`config.mk`:
```
export PLATFORM = sky130hd
export DESIGN_NAME = sdram_ctrl
export DESIGN_NICKNAME = d
export VERILOG_FILES = /design/src/rtl/sdc_pkg.sv /design/src/rtl/sdc_refresh_timer.sv /design/src/rtl/sdc_bank_track.sv /design/src/rtl/sdc_read_pipe.sv /design/src/rtl/sdram_ctrl.sv
export SDC_FILE = /design/constraint.sdc
export NUM_CORES = 1
export LEC_CHECK = 0
export BUFFER_PORTS_ARGS = -buffer_cell sky130_fd_sc_hd__buf_2
export CORE_MARGIN = 2
export CORE_UTILIZATION = 42
export CTS_BUF_LIST = sky130_fd_sc_hd__clkbuf_16
export DETAILED_ROUTE_END_ITERATION = 8
export GPL_TIMING_DRIVEN = 0
export PLACE_DENSITY_LB_ADDON = 0.1
export REMOVE_ABC_BUFFERS = 1
export SLEW_MARGIN = 30
export SYNTH_ARGS = -nofsm -noshare
export SYNTH_HDL_FRONTEND = slang
export SYNTH_SLANG_ARGS = --single-unit
```
`constraint.sdc`:
```
create_clock -name clk -period 3.1 [get_ports clk]
set_clock_uncertainty 0.2 [all_clocks]
set_input_delay 0.775 -clock clk [delete_from_list [all_inputs] [get_ports clk]]
set_output_delay 0.775 -clock clk [all_outputs]
set_load 0.005 [all_outputs]
```
`src/rtl/sdc_pkg.sv`:
```
`timescale 1ns/1ps
package sdc_pkg;
  // {cs_n, ras_n, cas_n, we_n}
  typedef enum logic [3:0] {
    CMD_LMR = 4'b0000,
    CMD_REF = 4'b0001,
    CMD_PRE = 4'b0010,
    CMD_ACT = 4'b0011,
    CMD_WR  = 4'b0100,
    CMD_RD  = 4'b0101,
    CMD_NOP = 4'b0111
  } cmd_t;

  typedef enum logic [2:0] {
    ST_PWR, ST_IPRE, ST_IREF, ST_ILMR, ST_IDLE, ST_ROW, ST_REF
  } state_t;
endpackage

```
`src/rtl/sdc_refresh_timer.sv`:
```
`timescale 1ns/1ps
module sdc_refresh_timer #(
  parameter int INTERVAL = 3120
) (
  input  logic clk,
  input  logic rst_n,
  input  logic run,
  input  logic ack,
  output logic pending
);
  localparam int CW = $clog2(INTERVAL + 1);
  logic [CW-1:0] cnt;
  logic expire;

  assign expire = run && (cnt == '0);

  always_ff @(posedge clk) begin
    if (!rst_n) begin
      cnt     <= CW'(INTERVAL - 1);
      pending <= 1'b0;
    end else begin
      if (!run || expire) cnt <= CW'(INTERVAL - 1);
      else                cnt <= cnt - 1'b1;
      pending <= (pending && !ack) || expire;
    end
  end

  // a second expiry before the first is served would lose a refresh
  AST_NO_REF_OVERRUN: assert property (@(posedge clk) disable iff (!rst_n)
    expire |-> !pending || ack);
endmodule

```
`src/rtl/sdc_bank_track.sv`:
```
`timescale 1ns/1ps
module sdc_bank_track #(
  parameter int BANKS = 2,
  parameter int ROW_W = 11,
  parameter int T_RC  = 6,
  localparam int BA_W = (BANKS > 1) ? $clog2(BANKS) : 1
) (
  input  logic                        clk,
  input  logic                        rst_n,
  input  logic                        act_en,
  input  logic                        pre_en,
  input  logic                        pre_all,
  input  logic [BA_W-1:0]             bank,
  input  logic [ROW_W-1:0]            act_row,
  output logic [BANKS-1:0]            open_o,
  output logic [BANKS-1:0][ROW_W-1:0] row_o,
  output logic [BANKS-1:0]            rc_ok
);
  localparam int RCW = $clog2(T_RC + 1);

  for (genvar b = 0; b < BANKS; b++) begin : g_bank
    logic           sel;
    logic [RCW-1:0] rc_cnt;
    assign sel      = (bank == BA_W'(b));
    assign rc_ok[b] = (rc_cnt == '0);

    always_ff @(posedge clk) begin
      if (!rst_n) begin
        open_o[b] <= 1'b0;
        row_o[b]  <= '0;
        rc_cnt    <= '0;
      end else begin
        if (act_en && sel) begin
          open_o[b] <= 1'b1;
          row_o[b]  <= act_row;
          rc_cnt    <= RCW'(T_RC - 1);
        end else begin
          if (pre_en && (pre_all || sel)) open_o[b] <= 1'b0;
          if (rc_cnt != '0) rc_cnt <= rc_cnt - 1'b1;
        end
      end
    end

    AST_ACT_ONLY_CLOSED: assert property (@(posedge clk) disable iff (!rst_n)
      (act_en && sel) |-> !open_o[b]);
    AST_RC_SPACING: assert property (@(posedge clk) disable iff (!rst_n)
      (act_en && sel) |-> rc_ok[b]);
  end
endmodule

```
`src/rtl/sdc_read_pipe.sv`:
```
`timescale 1ns/1ps
module sdc_read_pipe #(
  parameter int CAS_LAT   = 2,
  parameter int BURST_LEN = 4,
  parameter int DATA_W    = 16
) (
  input  logic              clk,
  input  logic              rst_n,
  input  logic              issue,
  input  logic [DATA_W-1:0] dq_in,
  output logic              rd_valid,
  output logic [DATA_W-1:0] rd_data
);
  localparam int BW = $clog2(BURST_LEN + 1);
  logic [CAS_LAT-1:0] sr;
  logic [BW-1:0]      left;

  always_ff @(posedge clk) begin
    if (!rst_n) begin
      sr       <= '0;
      left     <= '0;
      rd_valid <= 1'b0;
      rd_data  <= '0;
    end else begin
      sr <= {sr[CAS_LAT-2:0], issue};
      if (sr[CAS_LAT-1]) begin
        rd_valid <= 1'b1;
        rd_data  <= dq_in;
        left     <= BW'(BURST_LEN - 1);
      end else if (left != '0) begin
        rd_valid <= 1'b1;
        rd_data  <= dq_in;
        left     <= left - 1'b1;
      end else begin
        rd_valid <= 1'b0;
      end
    end
  end

  AST_RD_NO_OVERLAP: assert property (@(posedge clk) disable iff (!rst_n)
    issue |-> (sr == '0) && (left == '0));
endmodule

```
`src/rtl/sdram_ctrl.sv`:
```
`timescale 1ns/1ps
module sdram_ctrl
  import sdc_pkg::*;
#(
  parameter int ROW_W        = 11,
  parameter int COL_W        = 8,
  parameter int DATA_W       = 16,
  parameter int BANKS        = 2,
  parameter int AP_BIT       = 10,
  parameter int CAS_LAT      = 2,
  parameter int BURST_LEN    = 4,
  parameter int INIT_WAIT    = 40000,
  parameter int REF_INTERVAL = 3120,
  parameter int T_RP         = 3,
  parameter int T_RCD        = 3,
  parameter int T_RC         = 12,
  parameter int T_WR         = 2,
  parameter int T_MRD        = 2,
  localparam int BA_W = (BANKS > 1) ? $clog2(BANKS) : 1,
  localparam int NB   = DATA_W / 8
) (
  input  logic              clk,
  input  logic              rst_n,
  input  logic              req_valid,
  output logic              req_ready,
  input  logic              req_write,
  input  logic [BA_W-1:0]   req_bank,
  input  logic [ROW_W-1:0]  req_row,
  input  logic [COL_W-1:0]  req_col,
  input  logic [DATA_W-1:0] req_wdata,
  input  logic [NB-1:0]     req_mask,
  output logic              rd_valid,
  output logic [DATA_W-1:0] rd_data,
  output logic              sd_cke,
  output logic              sd_cs_n,
  output logic              sd_ras_n,
  output logic              sd_cas_n,
  output logic              sd_we_n,
  output logic [BA_W-1:0]   sd_ba,
  output logic [ROW_W-1:0]  sd_addr,
  output logic [NB-1:0]     sd_dqm,
  output logic [DATA_W-1:0] sd_dq_out,
  output logic              sd_dq_oe,
  input  logic [DATA_W-1:0] sd_dq_in
);
  localparam int DLY_MAX = INIT_WAIT + CAS_LAT + BURST_LEN + T_RC + T_RP + T_RCD + T_WR + T_MRD;
  localparam int DLY_W   = $clog2(DLY_MAX + 1);
  localparam logic [ROW_W-1:0] MODE_WORD =
    ROW_W'({1'b1, 2'b00, 3'(CAS_LAT), 1'b0, 3'($clog2(BURST_LEN))});

  state_t             state, nx_st;
  logic [DLY_W-1:0]   dly, nx_dly;
  logic               iref, nx_iref;
  cmd_t               cmd_q, nx_cmd;
  logic [BA_W-1:0]    ba_q, nx_ba;
  logic [ROW_W-1:0]   addr_q, nx_addr;
  logic [NB-1:0]      dqm_q, nx_dqm;
  logic               oe_q, nx_oe, cke_q, nx_cke;
  logic [DATA_W-1:0]  dqo_q;
  logic               accept, ref_ack, ref_pend, run;
  logic               r_write;
  logic [BA_W-1:0]    r_bank;
  logic [ROW_W-1:0]   r_row;
  logic [COL_W-1:0]   r_col;
  logic [DATA_W-1:0]  r_wdata;
  logic [NB-1:0]      r_mask;
  logic [BANKS-1:0]   bk_open, bk_rc_ok;
  logic [BANKS-1:0][ROW_W-1:0] bk_row;

  assign run       = (state == ST_IDLE) || (state == ST_ROW) || (state == ST_REF);
  assign req_ready = (state == ST_IDLE) && (dly == '0) && !ref_pend;
  assign accept    = req_valid && req_ready;

  always_comb begin
    nx_st = state; nx_dly = dly; nx_iref = iref; nx_cke = cke_q;
    nx_cmd = CMD_NOP; nx_ba = '0; nx_addr = '0; nx_dqm = '0; nx_oe = 1'b0;
    ref_ack = 1'b0;
    if (dly != '0) begin
      nx_dly = dly - 1'b1;
    end else begin
      unique case (state)
        ST_PWR: begin
          nx_cke = 1'b1; nx_dly = DLY_W'(1); nx_st = ST_IPRE;
        end
        ST_IPRE: begin
          nx_cmd = CMD_PRE; nx_addr[AP_BIT] = 1'b1;
          nx_dly = DLY_W'(T_RP - 1); nx_st = ST_IREF;
        end
        ST_IREF: begin
          nx_cmd = CMD_REF; nx_dly = DLY_W'(T_RC - 1); nx_iref = 1'b1;
          if (iref) nx_st = ST_ILMR;
        end
        ST_ILMR: begin
          nx_cmd = CMD_LMR; nx_addr = MODE_WORD;
          nx_dly = DLY_W'(T_MRD - 1); nx_st = ST_IDLE;
        end
        ST_IDLE: begin
          if (ref_pend) begin
            nx_st = ST_REF;
            if (|bk_open) begin
              nx_cmd = CMD_PRE; nx_addr[AP_BIT] = 1'b1; nx_dly = DLY_W'(T_RP - 1);
            end
          end else if (accept) begin
            nx_st = ST_ROW;
          end
        end
        ST_ROW: begin
          nx_ba = r_bank;
          if (bk_open[r_bank] && bk_row[r_bank] == r_row) begin
            nx_addr = ROW_W'(r_col);
            nx_st   = ST_IDLE;
            if (r_write) begin
              nx_cmd = CMD_WR; nx_oe = 1'b1; nx_dqm = r_mask; nx_dly = DLY_W'(T_WR);
            end else begin
              nx_cmd = CMD_RD; nx_dly = DLY_W'(CAS_LAT + BURST_LEN - 1);
            end
          end else if (bk_open[r_bank]) begin
            nx_cmd = CMD_PRE; nx_dly = DLY_W'(T_RP - 1);
          end else if (bk_rc_ok[r_bank]) begin
            nx_cmd = CMD_ACT; nx_addr = r_row; nx_dly = DLY_W'(T_RCD - 1);
          end
        end
        ST_REF: begin
          if (&bk_rc_ok) begin
            nx_cmd = CMD_REF; ref_ack = 1'b1;
            nx_dly = DLY_W'(T_RC - 1); nx_st = ST_IDLE;
          end
        end
        default: nx_st = ST_IDLE;
      endcase
    end
  end

  always_ff @(posedge clk) begin
    if (!rst_n) begin
      state <= ST_PWR; dly <= DLY_W'(INIT_WAIT); iref <= 1'b0;
      cmd_q <= CMD_NOP; ba_q <= '0; addr_q <= '0; dqm_q <= '0;
      oe_q <= 1'b0; cke_q <= 1'b0; dqo_q <= '0;
      r_write <= 1'b0; r_bank <= '0; r_row <= '0; r_col <= '0;
      r_wdata <= '0; r_mask <= '0;
    end else begin
      state <= nx_st; dly <= nx_dly; iref <= nx_iref;
      cmd_q <= nx_cmd; ba_q <= nx_ba; addr_q <= nx_addr; dqm_q <= nx_dqm;
      oe_q <= nx_oe; cke_q <= nx_cke; dqo_q <= r_wdata;
      if (accept) begin
        r_write <= req_write; r_bank <= req_bank; r_row <= req_row;
        r_col <= req_col; r_wdata <= req_wdata; r_mask <= req_mask;
      end
    end
  end

  assign {sd_cs_n, sd_ras_n, sd_cas_n, sd_we_n} = cmd_q;
  assign sd_cke    = cke_q;
  assign sd_ba     = ba_q;
  assign sd_addr   = addr_q;
  assign sd_dqm    = dqm_q;
  assign sd_dq_oe  = oe_q;
  assign sd_dq_out = dqo_q;

  sdc_bank_track #(.BANKS(BANKS), .ROW_W(ROW_W), .T_RC(T_RC)) u_banks (
    .clk(clk), .rst_n(rst_n),
    .act_en(nx_cmd == CMD_ACT), .pre_en(nx_cmd == CMD_PRE),
    .pre_all(nx_addr[AP_BIT]), .bank(nx_ba), .act_row(nx_addr),
    .open_o(bk_open), .row_o(bk_row), .rc_ok(bk_rc_ok));

  sdc_refresh_timer #(.INTERVAL(REF_INTERVAL)) u_ref (
    .clk(clk), .rst_n(rst_n), .run(run), .ack(ref_ack), .pending(ref_pend));

  sdc_read_pipe #(.CAS_LAT(CAS_LAT), .BURST_LEN(BURST_LEN), .DATA_W(DATA_W)) u_rd (
    .clk(clk), .rst_n(rst_n), .issue(cmd_q == CMD_RD),
    .dq_in(sd_dq_in), .rd_valid(rd_valid), .rd_data(rd_data));

  AST_CKE_LOW_NOP: assert property (@(posedge clk) disable iff (!rst_n)
    !sd_cke |-> cmd_q == CMD_NOP);
  AST_COL_KEEPS_ROW: assert property (@(posedge clk) disable iff (!rst_n)
    (cmd_q == CMD_RD || cmd_q == CMD_WR) |-> !sd_addr[AP_BIT]);
  AST_DQ_ONLY_ON_WRITE: assert property (@(posedge clk) disable iff (!rst_n)
    sd_dq_oe |-> cmd_q == CMD_WR);
  AST_REF_ALL_CLOSED: assert property (@(posedge clk) disable iff (!rst_n)
    (nx_cmd == CMD_REF) |-> bk_open == '0);
  AST_NO_READY_IN_INIT: assert property (@(posedge clk) disable iff (!rst_n)
    req_ready |-> sd_cke && !ref_pend);
endmodule

```
Yosys cells after proc, flatten, opt, wreduce, memory -nomap -nowiden
Index checks and enable logic that the tools add are counted.
W data, S select, Z words.

operators by class
  add/subtract/negate cells = 5
  muxes and demuxes = 58
  bitwise operators = 6
  equality and inequality tests = 18
  order comparisons = 1
  reductions and logical operators = 47

operators by type and width
  kind                     count
  $mux W16                 9
  $pmux W16 S6             1
  $mux W11                 6
  $mux W3                  11
  $mux W4                  6
  $pmux W4 S6              1
  $pmux W10 S2             1
  $mux W1                  19
  $pmux W3 S6              1
  $logic_not A16 Y1        1
  $reduce_bool A16 Y1      1
  $sub A16 B1 Y16 const B  1
  $logic_not A12 Y1        1
  $reduce_or A2 Y1         6
  $sub A12 B1 Y12 const B  1
  $eq A11 B11 Y1           1
  $logic_and A1 B1 Y1      10
  $reduce_and A5 Y1        2
  $reduce_bool A2 Y1       5
  $eq A3 B3 Y1 const B     3
  $ne A3 B1 Y1 const B     3
  $eq A4 B2 Y1 const B     2
  $logic_not A4 Y1         2
  $reduce_bool A4 Y1       2
  21 further kinds         39

storage, ports and cells
  word-level logic and storage cells = 166
  input bits = 58
  register bits after elaboration = 162

Depth between registers and ports, before layout
Gate-level depths: netlist of the first run.

  word-level depth = 12
  gate-level depth with buffers = 10
  gate-level depth less buffers = 8

By module
Synthesis of the first run repeated with hierarchy kept, for this count alone.

second synthesis, totals
  cell total of the unflattened synthesis = 779
  area, all modules = 6,945.4 um2

modules (own cells, without submodules)
  module             times used  cells an instance  area each (um2)
  sdram_ctrl         1           478                4,190.3
  sdc_bank_track     1           142                1,251.2
  sdc_read_pipe      1           95                 914.6
  sdc_refresh_timer  1           64                 589.3

Worst setup path before layout of the first run
OpenSTA, ideal clock, no wires.

  path kind = reg-to-output
  start point = register dly[9]
  end point = output port req_ready
  slack = 0.556 ns
  data arrival time = 1.569 ns
  cell stages (with the launch flop) = 6
  data required time = 2.125 ns
  cells stage by stage = dfxtp_1 > nor4_1 > nand2_1 > nor2_1 > clkbuf_1 > and3_1

between the ends
  longest elaborated chain between the ends = 3

ends and longest elaborated chain
  element                           RTL line           source
  start, declared                   sdram_ctrl.sv:52   logic [DLY_W-1:0] dly, nx_dly;
  start signal, assigned            sdram_ctrl.sv:142  state <= nx_st; dly <= nx_dly; iref <= nx_iref;
  $logic_not A16 Y1                 sdram_ctrl.sv:71   assign req_ready = (state == ST_IDLE) && (dly == '0) && !ref_pend;
  $logic_and A1 B1 Y1 (2 in a row)  sdram_ctrl.sv:71
  end, declared                     sdram_ctrl.sv:25   output logic req_ready,

No other way between the ends.

Worst setup path after layout of the first run
  start point = register dly[0]
  end point = output port req_ready

Same word-level chain as after synthesis.

==> flow_summary.yaml, run 1 <==
worst_hold_path:
  worstHoldStart: "cmd_q[0]"
  min-delay-path-class: "reg -> reg"
cts:
  number_of_buffers_created_by_cts: 17
  path_clk_slew_ns: 0.06
  clockBufferDepth: 2
  tritoncts: "yes"
  post_cts_hold_buffer_count: 0
  htreeDepth: 4
  clock_sink_count: 161
  clock_insertion_delay_worst_skew_ns: 0.43
  clk_root_buffer_cell: "sky130_fd_sc_hd__clkbuf_16"
layout:
  final.fill_count: 1429
  fin_cells: 1051
  drive_gt1_share_pct: 20.2
  layout.cells.most_common_list: "158 x sky130_fd_sc_hd__dfxtp_1, 148 x sky130_fd_sc_hd__nand2_1, 109 x sky130_fd_sc_hd__buf_2"
  layout_commonest_cell: "sky130_fd_sc_hd__dfxtp_1"
  final_net_count: 912
  finish.utilization_pct: 51.4
  n_antenna_cell: 0
  flow.area_growth_from_synthesis_pct: 20.6
worst_setup_path:
  timing.critical_path.slowest_stage_cell: "sky130_fd_sc_hd__dfxtp_1"
  worst-path-buf-inv: 2
  setup.worst_path.start: "dly[0]"
  cp_max_fo: 4
  path_class: "reg -> out"
  startpoint_type: "register"
  cp_top_family: "simple AND/OR/NAND/NOR gates"
  worst-endpoint-required_ns: 2.12
  delay_of_the_slowest_critical_path_stage_ns: 0.33
  critical_path.cell_chain: "inv_1 -> ha_1 -> nor2b_1 -> nand3_1 -> nor2_4 -> and3_1 -> buf_2"
  r2r_startpoint: "u_banks.g_bank[0].rc_cnt[0]"
  critical_path.endpoint_type: "primary output"
  worst-endpoint-arrival_ns: 1.93
routing:
  routed_wl_um: 15400
  average_vias_per_placed_instance: 5.21
  remaining_drc_errors: 0
  dr.pass1.iters: 4
  dr.first_iter.drc_count: 288
  wire_per_inst_um: 14.7
  antenna_violating_nets_post_route: 0
  vias: 5473
die:
  fp.dieArea_sq_mm: 0.0163
  placementRows: 45
  die_x_um: 128
  ioPinCount: 112
  core_area_sq_mm: 0.0151
  initial_core_util_pct: 42.6
  die_y_um: 128
sta:
  timing.final.crit_share_pct: 93.7
  timing.final.max_slew_violations: 0
  max_freq_ghz: 0.344
  min_period_ns: 2.91
  timing_worst_slew_pin_value_ns: 0.894
  fin_hold_ws_ns: 0.237
  finalSetupViolCount: 0
  worst_slew_margin_rel_pct: 39.8
  worst_slack_ns: 0.194
  finalHoldViolCount: 0
  rsz0062_at_grt: "no"
synth:
  syn_area_sq_mm: 0.00643
  synthArstFlopShare_pct: 0
  yosysTopAreaCell: "sky130_fd_sc_hd__dfxtp_1"
  synth.ff_latch_count: 161
  yosysSeqAreaShare_pct: 50.1
  synth_ff_type: "sky130_fd_sc_hd__dfxtp_1"
  post-synth-top-area-fraction_pct: 50.1
  synth.distinct_cells: 60
  synth_warnings: 0
  synth_top_cells_by_area: "sky130_fd_sc_hd__dfxtp_1 50%, sky130_fd_sc_hd__nand2_1 8.6%, sky130_fd_sc_hd__a21oi_1 6.2%, sky130_fd_sc_hd__nor2_1 4.0%, sky130_fd_sc_hd__xnor2_1 3.0%"
  syn_avg_cell_area_sq_um: 8.53
  synth_enable_flop_cells: 0
  netlist_instances: 754
power_and_ir_drop:
  total_leakage_power_nw: 3.03
  irDropWorstVdd_mv: 0.390
  p_per_area_mw_per_mm2: 620
  p_total_w: 0.00481
placement:
  routability_congestion_estimate_from_global_placement: 0.810
  dp_worst_setup_slack_ns: -0.615
  place_hpwl_um: 10400
  port_buffers: 110
  numPlacedInstances: 1014
global_route:
  initial_antenna_violation_count: 0
  grt_first_pass_wirelength_um: 25200
  grt_util_all_layers_pct: 19.4
  vias_in_the_first_global_route: 5347
  grt_max_degree: 62
  globalRoute.totalOverflow: 0
run_status:
  status: "finished, final reports clean"
job:
  maxCapViolations: 0
==> synthesized netlist by cell type, types with 2 or more instances <==
cell type                  number
sky130_fd_sc_hd__o31ai_1       10
sky130_fd_sc_hd__buf_1          3
sky130_fd_sc_hd__o21a_1         4
sky130_fd_sc_hd__nor2_1        68
sky130_fd_sc_hd__nor3_1        17
sky130_fd_sc_hd__a21o_1         2
sky130_fd_sc_hd__a21oi_1       80
sky130_fd_sc_hd__nor4_1         6
sky130_fd_sc_hd__or4_1          6
sky130_fd_sc_hd__inv_1         11
sky130_fd_sc_hd__xor2_1         9
sky130_fd_sc_hd__nand2b_1       4
sky130_fd_sc_hd__a31o_2         2
sky130_fd_sc_hd__nor3b_1        3
sky130_fd_sc_hd__or3_1          6
sky130_fd_sc_hd__nand4b_1       2
sky130_fd_sc_hd__nand2_1      148
sky130_fd_sc_hd__a22oi_1        6
sky130_fd_sc_hd__a211oi_1       9
sky130_fd_sc_hd__ha_1           4
sky130_fd_sc_hd__dfxtp_1      161
sky130_fd_sc_hd__and3_1         7
sky130_fd_sc_hd__nand4_1        5
sky130_fd_sc_hd__and2_1        21
sky130_fd_sc_hd__nand3b_1       4
sky130_fd_sc_hd__a31oi_1        2
sky130_fd_sc_hd__xnor2_1       22
sky130_fd_sc_hd__buf_2          5
sky130_fd_sc_hd__nor2b_1        8
sky130_fd_sc_hd__or4b_2         2
sky130_fd_sc_hd__a211o_1        2
sky130_fd_sc_hd__nand3_1       19
sky130_fd_sc_hd__clkbuf_1      33
sky130_fd_sc_hd__nor4b_1        6
sky130_fd_sc_hd__o21ai_0       18
sky130_fd_sc_hd__or2_2          2
sky130_fd_sc_hd__mux2i_1       14
==> per-layer routing <==
metal	vias to the layer above	routed length, um	track usage, %
li1	2771	-	-
met1	2595	7040	23.4
met2	86	7570	32.4
met3	21	519	5.09
met4	0	310	9.11
met5	-	0	0
==> power by group <==
group          switching, W  internal (W)  total [W]
Combinational      0.000341      0.000230   0.000571
Clock              0.000878       0.00111    0.00199
Sequential        0.0000708       0.00218    0.00225
==> sequential cells by signal (all words and copies together), names as in the netlist, 2 cells and up <==
signal and flops:
u_banks.row_o 22, u_rd.rd_data 16, cmd_q 3, r_wdata 16, r_mask 2, u_ref.cnt 12
sd_dqm 2, state 3, sd_addr 11, sd_dq_out 16, u_rd.sr 2, u_rd.left 3
dly 16, r_row 11, u_banks.g_bank.rc_cnt 8, r_col 8, u_banks.open_o 2
==> worst register-to-register path: stages (launching register included) <==
cell                      delay (ns)
sky130_fd_sc_hd__dfxtp_1        0.36
sky130_fd_sc_hd__or4_1          0.62
sky130_fd_sc_hd__nor3_2         0.33
sky130_fd_sc_hd__or4b_1         0.37
sky130_fd_sc_hd__nand4_1        0.28
sky130_fd_sc_hd__buf_4          0.27
sky130_fd_sc_hd__buf_6          0.15
sky130_fd_sc_hd__nand3_1        0.08
sky130_fd_sc_hd__o21ai_0        0.09
==> per-stage QoR <==
stage / area (sq um) / TNS (ns)
global route: 7760 / 0
global placement: 7020 / -126.40
finish: 7760 / 0
CTS: 7740 / 0
detailed placement: 7120 / -27.11
floorplan: 6240 / -0.428
==> worst paths after layout <==
kind	end	slack, ns	depth (start not counted)
setup / recovery	req_ready	0.19	7
hold / removal	u_rd.sr[0]	0.24	2
setup reg to reg	u_banks.row_o[10]	0.24	8
hold reg to reg	u_rd.sr[0]	0.24	2
==> cell type report <==
| type | instances | area [sq um] | area share (%) |
|---|---|---|---|
| Sequential cell | 161 | 3230 | 41.6 |
| Timing Repair Buffer | 121 | 679 | 8.76 |
| Multi-Input combinational cell | 538 | 3010 | 38.8 |
| Tap cell | 188 | 235 | 3.03 |
| Inverter | 11 | 43.8 | 0.564 |
| Clock inverter | 15 | 138 | 1.77 |
| Clock buffer | 17 | 425 | 5.48 |
==> cells by family after synthesis <==
logic type               count (synthesis)  share of synthesized area (%)
AO/OA/AOI/OAI                          148                           13.8
buffers and inverters                   55                           3.73
flip-flops                             161                           50.1
other                                    1                         0.0583
AND/OR/NAND/NOR                        340                           25.2
multiplexers                            14                           2.18
adder cells (fa/ha/maj)                  4                          0.778
XOR/XNOR                                31                           4.22
==> repair_timing <==
action | in CTS | in global routing
pin swaps | 3 | 0
endpoints found under the setup margin | 78 | 33
resized for setup | 6 | 6
buffers inserted | 5 | 0
No activity file was read; power rests on OpenSTA's default activity.
==> run 2: changes to the inputs <==
CORE_ASPECT_RATIO = 0.75   (was not set)
==> run 2 against run 1 <==
  * Utilization grew 0.67 points
  * Worst hold slack got worse by 0.025 ns
  * Clock power is 15% higher
  * Sequential cell count did not move
  * Count of clock-buffer cells in the layout did not move
  * Register-to-register slack lost 0.06 ns
  * Critical path type unchanged
  * Die area barely moved
  * Final cell count is 2.0% higher
  * Combinational power is essentially flat
==> flow_summary.yaml, run 2 (synthesis gave the netlist of run 1 again) <==
routing:
  remaining_drc_errors: 0
  wire_per_inst_um: 14.1
  average_vias_per_placed_instance: 5.01
  antenna_violating_nets_post_route: 0
  routed_wl_um: 15100
  dr.first_iter.drc_count: 292
  vias: 5368
  dr.pass1.iters: 4
layout:
  drive_gt1_share_pct: 20.8
  finish.utilization_pct: 52.1
  n_antenna_cell: 0
  multiInputGateArea_sq_mm: 0.00302
  layout.cells.most_common_list: "159 x sky130_fd_sc_hd__dfxtp_1, 147 x sky130_fd_sc_hd__nand2_1, 109 x sky130_fd_sc_hd__buf_2"
  layout_commonest_cell: "sky130_fd_sc_hd__dfxtp_1"
  flow.area_growth_from_synthesis_pct: 22.5
  registers.top_by_ff_count: "u_banks.row_o"
  final-seq-area_sq_mm: 0.00323
  largest_reg_flops: 22
  final_net_count: 916
  final.fill_count: 1483
cts:
  path_clk_slew_ns: 0.06
  number_of_buffers_created_by_cts: 17
  clockBufferDepth: 2
  htreeDepth: 4
  clock_insertion_delay_worst_skew_ns: 0.43
  clk_root_buffer_cell: "sky130_fd_sc_hd__clkbuf_16"
  tritoncts: "yes"
  clock_sink_count: 161
global_route:
  grt_util_all_layers_pct: 18.9
  initial_antenna_violation_count: 0
  grt_first_pass_wirelength_um: 25000
  vias_in_the_first_global_route: 5072
  grt_max_degree: 57
  globalRoute.totalOverflow: 0
sta:
  timing.final.max_slew_violations: 0
  finalHoldViolCount: 0
  finalSetupViolCount: 0
  timing_worst_slew_pin_value_ns: 0.881
  worst_slew_margin_rel_pct: 40.8
  min_period_ns: 2.97
  timing.final.crit_share_pct: 95.8
  max_freq_ghz: 0.337
placement:
  port_buffers: 110
  place_hpwl_um: 10100
  routability_congestion_estimate_from_global_placement: 0.812
die:
  core_area_sq_mm: 0.0151
  ioPinCount: 112
  placementRows: 39
  die_x_um: 147
  die_y_um: 111
  fp.dieArea_sq_mm: 0.0163
  initial_core_util_pct: 42.5
worst_setup_path:
  path_class: "reg -> out"
  timing.critical_path.slowest_stage_cell: "sky130_fd_sc_hd__dfxtp_1"
  worst-endpoint-required_ns: 2.12
  delay_of_the_slowest_critical_path_stage_ns: 0.33
  cp_max_fo: 5
  worst-endpoint-arrival_ns: 1.99
  cp_top_family: "simple AND/OR/NAND/NOR gates"
  worst-path-buf-inv: 2
  critical_path.endpoint_type: "primary output"
  critical_path.cell_chain: "inv_1 -> ha_1 -> nor2b_1 -> nand3_2 -> nor2_4 -> and3_1 -> buf_2"
  startpoint_type: "register"
job:
  maxCapViolations: 0
worst_hold_path:
  min-delay-path-class: "reg -> reg"
power_and_ir_drop:
  irDropWorstVdd_mv: 0.365
  total_leakage_power_nw: 3.08
  p_per_area_mw_per_mm2: 649
  p_total_w: 0.00511
run_status:
  status: "finished, final reports clean"
## run 2: changes by cell type in the layout (fill, tap and decap cells not counted), moves of 2 or more
| cell | previous run | this run |
|---|---|---|
| sky130_fd_sc_hd__buf_4 | 9 | 12 |
| sky130_fd_sc_hd__bufinv_16 | 1 | 4 |
| sky130_fd_sc_hd__clkinv_4 | 5 | 3 |
| sky130_fd_sc_hd__clkinvlp_4 | 3 | 0 |
| sky130_fd_sc_hd__inv_6 | 2 | 4 |
| sky130_fd_sc_hd__nor2_2 | 1 | 3 |
## run 2: where the power goes
part	internal [W]	switching, W	leakage (nW)
clock	0.00138	0.000913	0.317
combinational	0.000231	0.000339	1.46
sequential	0.00218	0.0000716	1.30
total	0.00379	0.00132	3.08
## run 2: through the flow
stage / hold slack, ns / setup slack (ns) / cells / area (sq um) / TNS (ns)
floorplan: 0.207 / -0.0609 / 710 / 6240 / -0.428
global placement: 0.203 / -1.98 / 1025 / 7040 / -122.02
detailed placement: 0.208 / -0.733 / 1030 / 7110 / -24.93
CTS: 0.218 / 0.0100 / 1067 / 7830 / 0
global route: 0.260 / -0.00180 / 1072 / 7880 / -0.00180
finish: 0.212 / 0.131 / 1072 / 7880 / 0
## run 2: path summary, 6_finish.rpt
kind	from	slack [ns]	depth (start not counted)	end
setup / recovery	dly[0]	0.13	7	req_ready
hold / removal	cmd_q[1]	0.21	1	u_rd.sr[0]
setup reg to reg	u_banks.g_bank[0].rc_cnt[0]	0.18	6	u_banks.row_o[13]
hold reg to reg	cmd_q[1]	0.21	1	u_rd.sr[0]
## run 2: area by class of cell
cell class,count,area share (%)
sequential,161,40.9
multi-input combinational,539,38.3
timing repair buffer,124,8.70
clock buffer,17,5.40
tap,205,3.26
clock inverter,15,2.84
inverter,11,0.556
## run 2: per-layer routing
metal  routed length [um]  up-vias  track usage, %  part of all wire [%]
li1                     -     2787               -                     -
met1                 7660     2461            26.1                    51
met2                 6550      103            28.9                    43
met3                  708       17            5.27                   4.7
met4                  181        0            5.83                   1.2
met5                    0        -               0                     0
## run 2: timing repair
item                                    4_1_cts  5_1_grt
endpoints found under the hold margin         0        0
endpoints found under the setup margin       82       27
cloned                                        0        1
pin swaps                                     3        1
hold buffers                                  0        0
buffers inserted                              5        4
gates resized for setup                       8        5
